File: src/rtl/icf_pkg.sv
package icf_pkg;

    typedef enum logic [1:0] {
        SW_IDLE  = 2'd0,
        SW_INVAL = 2'd1,
        SW_ZERO  = 2'd2
    } sweep_e;

    localparam logic [11:0] CTRL_OFF  = 12'h100;
    localparam logic [11:0] FLUSH_OFF = 12'h700;
    localparam int          READY_BIT = 16;

endpackage

File: src/rtl/icf_regs.sv
module icf_regs
    import icf_pkg::*;
#(
    parameter int ADDR_W = 12,
    parameter int DATA_W = 32
) (
    input  logic              clk,
    input  logic              rst_n,
    input  logic              reg_wr,
    input  logic              reg_rd,
    input  logic [ADDR_W-1:0] reg_addr,
    input  logic [DATA_W-1:0] reg_wdata,
    input  logic              ready,
    output logic              enable,
    output logic              inval_req,
    output logic [DATA_W-1:0] reg_rdata
);

    typedef struct packed {
        logic              enable;
        logic [DATA_W-1:0] rdata;
    } regs_t;

    regs_t r_d, r_q;

    logic hit_ctrl, hit_flush;
    logic unused_wbits;

    assign hit_ctrl     = (reg_addr == ADDR_W'(CTRL_OFF));
    assign hit_flush    = (reg_addr == ADDR_W'(FLUSH_OFF));
    assign unused_wbits = ^reg_wdata[DATA_W-1:1];

    always_comb begin
        r_d       = r_q;
        inval_req = 1'b0;
        if (reg_wr) begin
            if (hit_ctrl) begin
                r_d.enable = reg_wdata[0];
                inval_req  = ~reg_wdata[0];
            end
            if (hit_flush) begin
                inval_req = 1'b1;
            end
        end
        if (reg_rd) begin
            r_d.rdata = '0;
            if (hit_ctrl) begin
                r_d.rdata[0]         = r_q.enable;
                r_d.rdata[READY_BIT] = ready;
            end
        end
    end

    always_ff @(posedge clk or negedge rst_n) begin
        if (!rst_n) begin
            r_q <= '0;
        end else begin
            r_q <= r_d;
        end
    end

    assign enable    = r_q.enable;
    assign reg_rdata = r_q.rdata;

endmodule

File: src/rtl/icf_edge.sv
module icf_edge (
    input  logic clk,
    input  logic rst_n,
    input  logic level_in,
    output logic pulse_out
);

    typedef struct packed {
        logic prev;
    } edge_t;

    edge_t e_d, e_q;

    always_comb begin
        e_d.prev  = level_in;
        pulse_out = level_in & ~e_q.prev;
    end

    always_ff @(posedge clk or negedge rst_n) begin
        if (!rst_n) begin
            e_q <= '0;
        end else begin
            e_q <= e_d;
        end
    end

endmodule

File: src/rtl/icf_sweep.sv
module icf_sweep
    import icf_pkg::*;
#(
    parameter int LINES      = 512,
    parameter int DATA_WORDS = 4096,
    parameter int TAG_W      = $clog2(LINES),
    parameter int DIDX_W     = $clog2(DATA_WORDS),
    parameter int ZLEN       = (DATA_WORDS > LINES) ? DATA_WORDS : LINES,
    parameter int IDX_W      = $clog2(ZLEN)
) (
    input  logic              clk,
    input  logic              rst_n,
    input  logic              inval_req,
    input  logic              zero_pulse,
    output logic              ready,
    output logic              tag_we,
    output logic              tag_wr_zero,
    output logic [TAG_W-1:0]  tag_idx,
    output logic              data_we,
    output logic [DIDX_W-1:0] data_idx,
    output sweep_e            state,
    output logic [IDX_W-1:0]  idx
);

    localparam logic [IDX_W-1:0] INVAL_LAST = IDX_W'(LINES - 1);
    localparam logic [IDX_W-1:0] ZERO_LAST  = IDX_W'(ZLEN - 1);
    localparam logic [IDX_W:0]   LINES_X    = (IDX_W + 1)'(LINES);
    localparam logic [IDX_W:0]   WORDS_X    = (IDX_W + 1)'(DATA_WORDS);

    typedef struct packed {
        sweep_e           state;
        logic [IDX_W-1:0] idx;
    } seq_t;

    seq_t s_d, s_q;

    always_comb begin
        s_d = s_q;
        if (zero_pulse) begin
            s_d.state = SW_ZERO;
            s_d.idx   = '0;
        end else if (inval_req && s_q.state != SW_ZERO) begin
            s_d.state = SW_INVAL;
            s_d.idx   = '0;
        end else begin
            case (s_q.state)
                SW_INVAL: begin
                    if (s_q.idx == INVAL_LAST) begin
                        s_d.state = SW_IDLE;
                        s_d.idx   = '0;
                    end else begin
                        s_d.idx = s_q.idx + 1'b1;
                    end
                end
                SW_ZERO: begin
                    if (s_q.idx == ZERO_LAST) begin
                        s_d.state = SW_IDLE;
                        s_d.idx   = '0;
                    end else begin
                        s_d.idx = s_q.idx + 1'b1;
                    end
                end
                default: begin
                    s_d.idx = '0;
                end
            endcase
        end
    end

    always_ff @(posedge clk or negedge rst_n) begin
        if (!rst_n) begin
            s_q.state <= SW_INVAL;
            s_q.idx   <= '0;
        end else begin
            s_q <= s_d;
        end
    end

    always_comb begin
        ready       = (s_q.state == SW_IDLE);
        tag_wr_zero = (s_q.state == SW_ZERO);
        tag_we      = (s_q.state == SW_INVAL) ||
                      ((s_q.state == SW_ZERO) && ({1'b0, s_q.idx} < LINES_X));
        data_we     = (s_q.state == SW_ZERO) && ({1'b0, s_q.idx} < WORDS_X);
        tag_idx     = s_q.idx[TAG_W-1:0];
        data_idx    = s_q.idx[DIDX_W-1:0];
        state       = s_q.state;
        idx         = s_q.idx;
    end

endmodule

File: src/rtl/icache_flush_ctl.sv
module icache_flush_ctl
    import icf_pkg::*;
#(
    parameter int LINES      = 512,
    parameter int DATA_WORDS = 4096,
    parameter int ADDR_W     = 12,
    parameter int DATA_W     = 32,
    parameter int TAG_W      = $clog2(LINES),
    parameter int DIDX_W     = $clog2(DATA_WORDS)
) (
    input  logic              clk,
    input  logic              rst_n,
    input  logic              reg_wr,
    input  logic              reg_rd,
    input  logic [ADDR_W-1:0] reg_addr,
    input  logic [DATA_W-1:0] reg_wdata,
    output logic [DATA_W-1:0] reg_rdata,
    input  logic              zero_req,
    output logic              cache_use,
    output logic              fetch_bypass,
    output logic              tag_we,
    output logic              tag_wr_zero,
    output logic [TAG_W-1:0]  tag_idx,
    output logic              data_we,
    output logic [DIDX_W-1:0] data_idx
);

    localparam int ZLEN  = (DATA_WORDS > LINES) ? DATA_WORDS : LINES;
    localparam int IDX_W = $clog2(ZLEN);

    logic             enable;
    logic             ready;
    logic             inval_req;
    logic             zero_pulse;
    sweep_e           seq_state;
    logic [IDX_W-1:0] seq_idx;

    icf_regs #(
        .ADDR_W (ADDR_W),
        .DATA_W (DATA_W)
    ) u_regs (
        .clk       (clk),
        .rst_n     (rst_n),
        .reg_wr    (reg_wr),
        .reg_rd    (reg_rd),
        .reg_addr  (reg_addr),
        .reg_wdata (reg_wdata),
        .ready     (ready),
        .enable    (enable),
        .inval_req (inval_req),
        .reg_rdata (reg_rdata)
    );

    icf_edge u_zedge (
        .clk       (clk),
        .rst_n     (rst_n),
        .level_in  (zero_req),
        .pulse_out (zero_pulse)
    );

    icf_sweep #(
        .LINES      (LINES),
        .DATA_WORDS (DATA_WORDS),
        .TAG_W      (TAG_W),
        .DIDX_W     (DIDX_W),
        .ZLEN       (ZLEN),
        .IDX_W      (IDX_W)
    ) u_sweep (
        .clk         (clk),
        .rst_n       (rst_n),
        .inval_req   (inval_req),
        .zero_pulse  (zero_pulse),
        .ready       (ready),
        .tag_we      (tag_we),
        .tag_wr_zero (tag_wr_zero),
        .tag_idx     (tag_idx),
        .data_we     (data_we),
        .data_idx    (data_idx),
        .state       (seq_state),
        .idx         (seq_idx)
    );

    assign cache_use    = enable & ready;
    assign fetch_bypass = ~cache_use;

endmodule

File: config.mk
export PLATFORM = sky130hd
export DESIGN_NAME = icache_flush_ctl
export DESIGN_NICKNAME = d
export VERILOG_FILES = /design/src/rtl/icf_pkg.sv /design/src/rtl/icf_regs.sv /design/src/rtl/icf_edge.sv /design/src/rtl/icf_sweep.sv /design/src/rtl/icache_flush_ctl.sv
export SDC_FILE = /design/constraint.sdc
export NUM_CORES = 1
export LEC_CHECK = 0
export BUFFER_PORTS_ARGS = -buffer_cell sky130_fd_sc_hd__buf_4
export CAP_MARGIN = 20
export CORE_UTILIZATION = 41
export CTS_CLUSTER_SIZE = 12
export DETAILED_ROUTE_END_ITERATION = 10
export GPL_TIMING_DRIVEN = 0
export MAX_ROUTING_LAYER = met4
export PLACE_DENSITY = 0.9
export SLEW_MARGIN = 25
export SYNTH_ARGS = -nofsm -noshare
export SYNTH_HDL_FRONTEND = slang
export SYNTH_HIERARCHICAL = 1
export SYNTH_SLANG_ARGS = --single-unit
File: constraint.sdc
create_clock -name clk -period 1.8 [get_ports clk]
set_input_delay 0.27 -clock clk [delete_from_list [all_inputs] [get_ports clk]]
set_output_delay 0.27 -clock clk [all_outputs]
set_load 0.005 [all_outputs]
Word-level counts from Yosys, hierarchy flattened
Index checks and enable logic that the tools add are counted.
{"block": "word_totals", "ramBits": 0, "output_inout_bits": 58, "latch_bits": 0, "mem_count": 0, "mem_bits_ro": 0, "input_bits": 49, "elab_cells": 41, "ff_bits": 18}
{"block": "classes", "n_bitwise": 5, "multipliers": 0, "div_mod_pow": 0, "magnitude_cmp": 1, "n_mux": 13, "reduce_logical": 7, "n_addsub": 1, "eq_ne": 9, "shifts": 0}
{"cell": "$mux 14", "n": 2}
{"cell": "$eq 12x9->1 const B", "n": 2}
{"cell": "$mux 12", "n": 2}
{"cell": "$pmux 12 s2", "n": 1}
{"cell": "$add 12x1->12 const B", "n": 1}
{"cell": "$eq 12x11->1 const B", "n": 1}
{"cell": "$eq 12x12->1 const B", "n": 1}
{"cell": "$lt 12x10->1 const B", "n": 1}
{"cell": "$ne 4x1->1 const B", "n": 2}
{"cell": "$mux 1", "n": 5}
{"cell": "$mux 2", "n": 2}
{"cell": "$pmux 2 s2", "n": 1}
{"cell": "$reduce_bool 4->1", "n": 1}
{"cell": "$not 1->1", "n": 3}
{"cell": "$reduce_and 3->1", "n": 1}
{"cell": "$and 1x1->1", "n": 2}
{"cell": "$eq 2x1->1 const B", "n": 1}
{"cell": "$eq 2x2->1 const B", "n": 1}
{"cell": "$logic_and 1x1->1", "n": 2}
{"cell": "$logic_not 2->1", "n": 1}
{"cell": "$ne 2x2->1 const B", "n": 1}
{"cell": "$reduce_and 2->1", "n": 1}
{"cell": "$logic_or 1x1->1", "n": 1}

Longest topological paths before layout
Gate-level depths: netlist of run 1.
{"block": "depth", "depth_word": 7, "ltp_mapped": 7}

Hierarchy
The synthesis of run 1 kept the hierarchy.
{"mod": "icf_sweep", "cells_each": 100, "instances": 1, "area_per_inst_um2": 980.9, "seq_area_each_um2": 351.6}
{"mod": "icf_regs", "cells_each": 52, "instances": 1, "area_per_inst_um2": 436.7, "seq_area_each_um2": 75.1}
{"mod": "icf_edge", "cells_each": 2, "instances": 1, "area_per_inst_um2": 38.8, "seq_area_each_um2": 25.0}
{"mod": "icache_flush_ctl", "cells_each": 2, "instances": 1, "area_per_inst_um2": 10.0, "seq_area_each_um2": 0.0}

Least setup slack after synthesis of run 1
OpenSTA, ideal clock, no wires.
{"block": "synth_path", "kind": "reg2reg", "start": "register u_sweep/state[0] (netlist name)", "end": "register u_sweep/data_idx[10] (netlist name)", "path_stages_with_launch": 8, "arrival_ns": 1.508, "setup_slack_ns": 0.160, "setup_time_ns": 0.131, "synth_period_minus_slack_ns": 1.640, "n_path_buf": 2, "cell_sequence": "dfstp_2 inv_1 ha_1 buf_2 nand2b_1 nand3b_1 buf_2 nor3_1"}

Worst setup path after layout of run 1
{"block": "layout_path", "start": "register u_sweep/state[0] (netlist name)", "end": "output port tag_we"}
{"block": "layout_via", "elab_chain_cells": 3}
{"item": "$eq 2x2->1", "line_no": "icf_sweep.sv:83", "source": "((s_q.state == SW_ZERO) && ({1'b0, s_q.idx} < LINES_X));"}
{"item": "$logic_and 1x1->1", "line_no": "icf_sweep.sv:83"}
{"item": "$logic_or 1x1->1 (*)", "line_no": "icf_sweep.sv:82", "source": "tag_we = (s_q.state == SW_INVAL) ||"}
{"item": "end, declared", "line_no": "icache_flush_ctl.sv:21", "source": "output logic tag_we,"}
Mark *: on every way between the ends. The rest lies on a longest branch, timed or not.

==> results of run 1 <==
## routing by layer
| layer | vias to the layer above | wire, um | part of all wire | GRT usage |
|---|---|---|---|---|
| met4 | 0 | 24 | 0.0086 | 0.05980 |
| met2 | 41 | 1438 | 0.52 | 0.2873 |
| met5 | - | 0 | 0 | - |
| met3 | 2 | 157 | 0.056 | 0.04545 |
| li1 | 589 | - | - | - |
| met1 | 541 | 1159 | 0.42 | 0.2078 |
## layout make-up
| class | count | area (um^2) | share of cell area |
|---|---|---|---|
| plain buffers | 44 | 327.8 | 0.1688 |
| clock buffers | 4 | 36.28 | 0.01869 |
| inverters | 4 | 15.01 | 0.007732 |
| multi-input cells | 106 | 700.7 | 0.3608 |
| flip-flops and latches | 18 | 451.7 | 0.2326 |
| well taps | 44 | 55.05 | 0.02835 |
| repair buffers | 47 | 355.3 | 0.1830 |
## through the flow
step / setup TNS, ps / cells / hold WS (ps)
4_1_cts: 0 / 268 / 76.47
3_5_place_dp: -122.6 / 262 / 152.7
2_1_floorplan: 0 / 173 / -25.59
5_1_grt: 0 / 267 / 63.80
3_3_place_gp: 0 / 262 / 149.3
6_report: 0 / 267 / 87.44
## state kept, by name (all words and copies together) (netlist names)
register	cells
u_sweep/data_idx	12
u_regs/reg_rdata	2
u_sweep/state	2
u_regs/enable	1
u_zedge/e_q	1
## what timing repair did
action / CTS / global route
hold buffers: 1 / 0
pin swaps: 1 / 2
resized for setup: 3 / 3
setup endpoints to repair: 11 / 6
endpoints found under the hold margin: 17 / 0
setup buffers: 1 / 0
## where the power goes
part	internal, uW	switching, uW	total (uW)
sequential	436	34.6	471
clock	124	130	253
combinational	312	250	562
## path summary, 6_finish.rpt
path                                startpoint                   to  cells past startpoint
min in group asynchronous                rst_n  u_sweep/data_idx[6]                      2
max in group asynchronous                rst_n     u_sweep/state[0]                      2
setup reg to reg           u_sweep/data_idx[0]  u_sweep/data_idx[9]                      6
hold reg to reg            u_sweep/data_idx[0]  u_sweep/data_idx[0]                      1
hold / removal                        zero_req          u_zedge/e_q                      1
setup / recovery              u_sweep/state[0]               tag_we                      4
==> impl_metrics.json, run 1 <==
{
  "outcome": "complete, no violations",
  "yosys_warnings": 6,
  "clockBufferDepth": 2,
  "layout_commonest_cell": "buf_4",
  "rrSetupSlack_ps": 100,
  "min_path_type": "in -> reg",
  "peakVddDrop_uv": 338.1,
  "syn_to_final_growth_pct": 41.09,
  "clock_latency_ps": 300,
  "dp_hpwl_mm": 2.200,
  "fillers": 293,
  "cts_buffers": 3,
  "fin_skew_ps": 13.39,
  "path_class": "reg -> out",
  "grt_first_pass_wirelength_mm": 4.526,
  "cp_common_cell": "buf_4",
  "h-tree-depth": 1,
  "routed_wl_mm": 2.779,
  "crit_buf_inv": 2,
  "die-area_um2": 3593,
  "total_power_uw": 1286,
  "hold_violations": 0,
  "drt_iter0_markers": 43,
  "clock_sinks": 18,
  "vias": 1173,
  "p_leak_uw": 0.001025,
  "mostFrequentLayoutCells": "87 x buf_4, 30 x conb_1, 17 x dfrtp_1, 14 x nor3_1, 8 x xor2_1",
  "final_max_slew_viol_count": 0,
  "syn_area_per_cell_um2": 9.558,
  "final_area_um2": 1942,
  "cellPowerDensity_nw_per_um2": 662.1,
  "utilization": 0.6208,
  "critPathSlowestCell": "dfstp_2",
  "worstPathArrival_ps": 1440,
  "antenna_found_initial": 0,
  "track_usage": 0.1753,
  "setup_viol": 0,
  "grt_max_degree": 19,
  "endpoint_kind": "primary output",
  "start_util": 0.4400,
  "startpoint_type": "flip-flop",
  "tritoncts": "done",
  "viasPerCell": 4.393,
  "grt_setup_unrepaired": "false",
  "ant_nets": 0,
  "finalCritPeriodShare": 0.9511,
  "cap_violations": 0,
  "port_buffers": 45,
  "fin_ws_ps": 88.03,
  "die_y_um": 59.94,
  "path_clk_slew_ps": 110,
  "dr.pass1.iters": 4,
  "clock.fmax_mhz": 584.1,
  "cpPeakStageDelay_ps": 560,
  "clockRootBuffer": "clkbuf_4",
  "remaining_drc_errors": 0,
  "grt_pass1_vias": 1036,
  "avgRoutedWirePerCell_um": 10.41,
  "cp_max_fo": 6,
  "layout_min_cycle_time_ps": 1712,
  "synth_area_um2": 1376,
  "core.rowCount": 20,
  "n_antenna_cell": 0,
  "critPathTopFamily": "flip-flops",
  "critPathRequiredTime_ps": 1530,
  "num_io_pins": 107,
  "coreArea_um2": 3128,
  "crit_chain": "buf_4, ha_2, a21o_1, buf_4",
  "overflow": 0,
  "place_area_um2": 1878,
  "drive_above_1_share": 0.4664,
  "pre_cts_ws_ps": -24.46,
  "synth_cells": 144,
  "dieWidth_um": 59.94,
  "place_congestion": 0.7874,
  "final_nets": 277
}
Note: power is estimated with default switching activity, not from simulation.
==> inputs of run 2 (changes only) <==
--- a/config.mk
+++ b/config.mk
@@ -5,14 +5,15 @@
 export SDC_FILE = /design/constraint.sdc
 export NUM_CORES = 1
 export LEC_CHECK = 0
-export BUFFER_PORTS_ARGS = -buffer_cell sky130_fd_sc_hd__buf_4
 export CAP_MARGIN = 20
-export CORE_UTILIZATION = 41
+export CORE_UTILIZATION = 55
 export CTS_CLUSTER_SIZE = 12
 export DETAILED_ROUTE_END_ITERATION = 10
+export DONT_BUFFER_PORTS = 1
 export GPL_TIMING_DRIVEN = 0
+export HOLD_SLACK_MARGIN = 0.15
 export MAX_ROUTING_LAYER = met4
-export PLACE_DENSITY = 0.9
+export PLACE_DENSITY = 0.79
 export SLEW_MARGIN = 25
 export SYNTH_ARGS = -nofsm -noshare
 export SYNTH_HDL_FRONTEND = slang
==> run 2 against run 1 <==
Effect of this change:
- critical path type is now reg -> reg
- hold slack better by 87 ps
- combinational power decreased by 14%
- fmax fell by 1.5%
- critical endpoint is now u_sweep/data_idx[4]
==> impl_metrics.json, run 2 (same netlist as run 1, synthesis figures left out) <==
{
  "outcome": "complete, no violations",
  "clock.fmax_mhz": 575.4,
  "clock_sinks": 18,
  "worstPathArrival_ps": 1920,
  "drive_above_1_share": 0.3405,
  "cellPowerDensity_nw_per_um2": 731.7,
  "path_clk_slew_ps": 100,
  "hold_violations": 0,
  "reg2reg_depth": 6,
  "antenna_found_initial": 0,
  "tritoncts": "done",
  "die-area_um2": 2707,
  "port_buffers": 0,
  "timing.rr.start": "u_sweep/data_idx[1]",
  "die_y_um": 52.03,
  "place_congestion": 0.8667,
  "critPathLaunch": "u_sweep/data_idx[1]",
  "placedCellCount": 201,
  "final_max_slew_viol_count": 0,
  "mostFrequentLayoutCells": "44 x buf_4, 30 x conb_1, 16 x dfrtp_1, 14 x nor3_1, 8 x xor2_1",
  "core.rowCount": 17,
  "viasPerCell": 4.878,
  "setup_tns_ps": 0,
  "fin_skew_ps": 5.067,
  "path_class": "reg -> reg",
  "total_power_uw": 1209,
  "layout_min_cycle_time_ps": 1738,
  "peakVddDrop_uv": 785.6,
  "syn_to_final_growth_pct": 20.00,
  "worstReg2RegEnd": "u_sweep/data_idx[4]",
  "remaining_drc_errors": 0,
  "routed_wl_mm": 2.816,
  "num_io_pins": 107,
  "clockRootBuffer": "clkbuf_4",
  "cap_violations": 0,
  "track_usage": 0.2265,
  "vias": 1039,
  "start_util": 0.6047,
  "drt_iter0_markers": 16,
  "critPathRequiredTime_ps": 1980,
  "grt_max_degree": 19,
  "n_antenna_cell": 0,
  "finalCritPeriodShare": 0.9656,
  "dp_hpwl_mm": 2.017,
  "ant_nets": 0,
  "rrSetupSlack_ps": 60,
  "clock_latency_ps": 300,
  "setup_viol": 0,
  "endpoint_kind": "flip-flop",
  "dr.pass1.iters": 4,
  "min_path_type": "in -> reg",
  "coreArea_um2": 2276,
  "grt_setup_unrepaired": "true",
  "final_area_um2": 1652,
  "startpoint_type": "flip-flop",
  "layout_commonest_cell": "buf_4",
  "largest_reg_flops": 12,
  "overflow": 0,
  "finalNonFillerCells": 213,
  "grt_pass1_vias": 912,
  "final_nets": 239,
  "grt_first_pass_wirelength_mm": 4.278,
  "cp-endpoint": "u_sweep/data_idx[4]",
  "clockBufferDepth": 2,
  "cts_buffers": 3,
  "h-tree-depth": 1,
  "dieWidth_um": 52.03,
  "avgRoutedWirePerCell_um": 13.22,
  "place_area_um2": 1520,
  "max_slew_margin": 0.4466,
  "p_leak_uw": 0.0008187,
  "worstMarginPinSlew_ps": 827.4,
  "cp_max_fo": 6
}
==> run 2: layout make-up <==
type,count,area [um^2]
multi-input combinational,107,705.7
inverter,4,15.01
fill,174,624.3
buffer,45,341.6
clock buffer,4,36.28
sequential,18,452.9
tap,28,35.03
timing repair buffer,7,65.06
==> run 2: how the worst min path moves through the flow <==
stage                     start                   end  slack, ps  depth (start not counted)
global route        reg_addr[4]  u_regs/reg_rdata[16]        180                          3
detailed placement        rst_n  u_regs/reg_rdata[16]        -30                          0
finish              reg_addr[4]  u_regs/reg_rdata[16]        170                          3
floorplan                 rst_n         u_regs/enable        -30                          0
global placement          rst_n  u_regs/reg_rdata[16]        -30                          0
CTS                    zero_req      u_sweep/state[0]        150                          2
==> run 2: timing repair <==
item                       4_1_cts  5_1_grt
setup endpoints to repair       11       14
pin swaps                        0        3
hold endpoints to repair        22        1
hold buffers                     4        1
cloned                           0        1
setup buffers                    1        1
gates resized for setup          2        5
==> run 2: worst max-delay path: stages, from the launching register on <==
cell     delay (ps)
dfrtp_1         420
ha_2            230
and4_1          210
buf_6           130
nand4_1         210
a22oi_2         330
nor3_1           90
==> run 2: power breakdown <==
part | internal [uW] | total (uW) | switching, uW
Combinational | 242 | 483 | 241
Sequential | 439 | 477 | 37.9
Clock | 123 | 249 | 126
==> run 2: per-stage QoR <==
| step | setup WS (ps) | util | hold WS (ps) |
|---|---|---|---|
| final | 61.96 | 0.7257 | 174.0 |
| after global routing | -36.03 | 0.7257 | 183.2 |
| after CTS | 36.98 | 0.7070 | 150.1 |
| after detailed placement | -46.89 | 0.6679 | -25.14 |
| after global placement | 2.231 | 0.6679 | -25.17 |
| after floorplan | 160.2 | - | -25.59 |
==> run 2: per-layer routing <==
layer | global-route usage | up-vias | share of wire | wire length, um
met3 | 0.09357 | 5 | 0.080 | 224
li1 | - | 512 | - | -
met5 | - | - | 0 | 0
met1 | 0.2593 | 474 | 0.39 | 1104
met4 | 0.08108 | 0 | 0.011 | 31
met2 | 0.3547 | 48 | 0.52 | 1454
==> inputs of run 3 (changes only) <==
--- a/config.mk
+++ b/config.mk
@@ -5,6 +5,7 @@
 export SDC_FILE = /design/constraint.sdc
 export NUM_CORES = 1
 export LEC_CHECK = 0
+export ABC_AREA = 1
 export CAP_MARGIN = 20
 export CORE_UTILIZATION = 55
 export CTS_CLUSTER_SIZE = 12
==> run 3 against run 2 <==
Effect of this change:
- global-route usage fell by 0.56 points
- critical path depth fell by 2
- cell count rose by 18%
- total power fell by 24%
- core utilization fell by 4.3 points
- sequential cell count did not move
==> impl_metrics.json, run 3 <==
{
  "switching_share": 0.2945,
  "cellPowerDensity_nw_per_um2": 535.7,
  "rrSetupSlack_ps": 140,
  "drive_above_1_share": 0.3439,
  "path_clk_slew_ps": 100,
  "finalCritPeriodShare": 0.9490,
  "viasPerCell": 4.522,
  "track_usage": 0.2209,
  "die-area_um2": 2865,
  "critPathRequiredTime_ps": 1530,
  "max_slew_margin": 0.4571,
  "grt_setup_unrepaired": "false",
  "mostFrequentLayoutCells": "40 x buf_4, 30 x conb_1, 29 x nand2_1, 21 x inv_1, 17 x dfrtp_1",
  "port_buffers": 0,
  "startpoint_type": "flip-flop",
  "n_antenna_cell": 0,
  "pwr-share-comb": 0.259,
  "drt_iter0_markers": 9,
  "hold_depth": 4,
  "timing.rr.start": "u_sweep/data_idx[0]",
  "endpoint_kind": "primary output",
  "p_int_uw": 645.0,
  "remaining_drc_errors": 0,
  "cp_max_fo": 6,
  "min_path_type": "in -> reg",
  "clockRootBuffer": "clkbuf_4",
  "vias": 1135,
  "coreArea_um2": 2500,
  "antenna_found_initial": 0,
  "reg2reg_depth": 10,
  "seq_power_share": 0.467,
  "hold_violations": 0,
  "whs_ps": 229.2,
  "yosys_warnings": 6,
  "path_class": "reg -> out",
  "grt_first_pass_wirelength_mm": 4.360,
  "largest_reg_flops": 12,
  "cap_violations": 0,
  "worstMarginPinSlew_ps": 811.7,
  "core.rowCount": 18,
  "syn_to_final_growth_pct": 16.88,
  "syn_area_per_cell_um2": 7.979,
  "setup_tns_ps": 0,
  "dieWidth_um": 53.53,
  "fin_skew_ps": 2.089,
  "grt_max_degree": 19,
  "cpPeakStageDelay_ps": 560,
  "p_leak_uw": 0.0008631,
  "dr.pass1.iters": 4,
  "worstReg2RegEnd": "u_sweep/data_idx[9]",
  "final_max_slew_viol_count": 0,
  "tritoncts": "done",
  "setup_viol": 0,
  "grt_pass1_vias": 1050,
  "place_congestion": 0.8586,
  "worstHoldStart": "zero_req",
  "avgRoutedWirePerCell_um": 10.50,
  "critPathSlowestCell": "dfstp_2",
  "p_sw_uw": 269.3,
  "cts_buffers": 3,
  "whs_endpoint": "u_sweep/state[1]",
  "ant_nets": 0,
  "synth_area_um2": 1460,
  "layout_min_cycle_time_ps": 1708,
  "p_clk_frac": 0.275,
  "start_util": 0.5841,
  "final_nets": 275,
  "num_io_pins": 107,
  "clockBufferDepth": 2,
  "crit_chain": "inv_1, ha_1, inv_2, o31ai_4",
  "layout_commonest_cell": "buf_4",
  "worstPathArrival_ps": 1440,
  "synth_cells": 183,
  "die_y_um": 53.53,
  "clock_sinks": 18,
  "clock.fmax_mhz": 585.4,
  "dp_hpwl_mm": 2.060,
  "routed_wl_mm": 2.635,
  "clock_latency_ps": 290,
  "fillers": 217,
  "overflow": 0,
  "outcome": "complete, no violations",
  "h-tree-depth": 1,
  "peakVddDrop_uv": 477.1
}
-- run 3: power groups by stage --
stage | clock network (uW) | logic (uW) | registers (uW)
2_1_floorplan | 0 | 186 | 433
3_3_place_gp | 0 | 202 | 434
3_5_place_dp | 0 | 208 | 435
4_1_cts | 262 | 227 | 427
5_1_grt | 277 | 267 | 429
6_report | 251 | 236 | 427
-- run 3: repair_timing --
action,in CTS,in global routing
resized for setup,1,2
setup endpoints to repair,1,1
hold endpoints to repair,22,0
hold buffers,5,0
buffers inserted,0,0
-- run 3: stage by stage --
| stage | power (uW) | std cells | worst slack, ps | instance area (um^2) | util |
|---|---|---|---|---|---|
| 2_1_floorplan | 619.0 | 212 | 325.7 | 1569 | - |
| 3_3_place_gp | 636.5 | 242 | 190.1 | 1607 | 0.6426 |
| 3_5_place_dp | 643.1 | 242 | 142.7 | 1607 | 0.6426 |
| 4_1_cts | 916.4 | 251 | 9.553 | 1698 | 0.6792 |
| 5_1_grt | 973.1 | 251 | 0.9759 | 1707 | 0.6827 |
| 6_report | 914.2 | 251 | 91.72 | 1707 | 0.6827 |
-- run 3: layout make-up --
cell class | count | area (um^2) | area share
multi-input combinational | 130 | 740.7 | 0.4340
timing repair buffer | 5 | 50.05 | 0.02933
tap | 30 | 37.54 | 0.02199
sequential | 18 | 451.7 | 0.2647
clock buffer | 4 | 36.28 | 0.02126
buffer | 40 | 300.3 | 0.1760
inverter | 24 | 90.09 | 0.05279
-- run 3: metal layers --
layer | track usage | wire length [um]
met3 | 0.06609 | 199
met5 | - | 0
met4 | 0.07456 | 36
met2 | 0.4063 | 1386
met1 | 0.2178 | 1012
-- run 3: worst max-delay path: cells and delay by family, from the launching register on --
family	cells	cell delay (ps)
AOI/OAI and AO/OA	1	90
buffers and inverters	2	220
DFF	1	560
adders and majority gates	1	270
-- run 3: how the worst max path moves through the flow --
stage,cells after the start,endpoint,start
finish,4,tag_we,u_sweep/state[0]
global route,10,u_sweep/data_idx[10],u_sweep/data_idx[0]
CTS,4,tag_we,u_sweep/state[0]
detailed placement,10,u_sweep/data_idx[9],u_sweep/data_idx[0]
global placement,10,u_sweep/data_idx[9],u_sweep/data_idx[0]
floorplan,10,u_sweep/data_idx[0],u_sweep/data_idx[0]
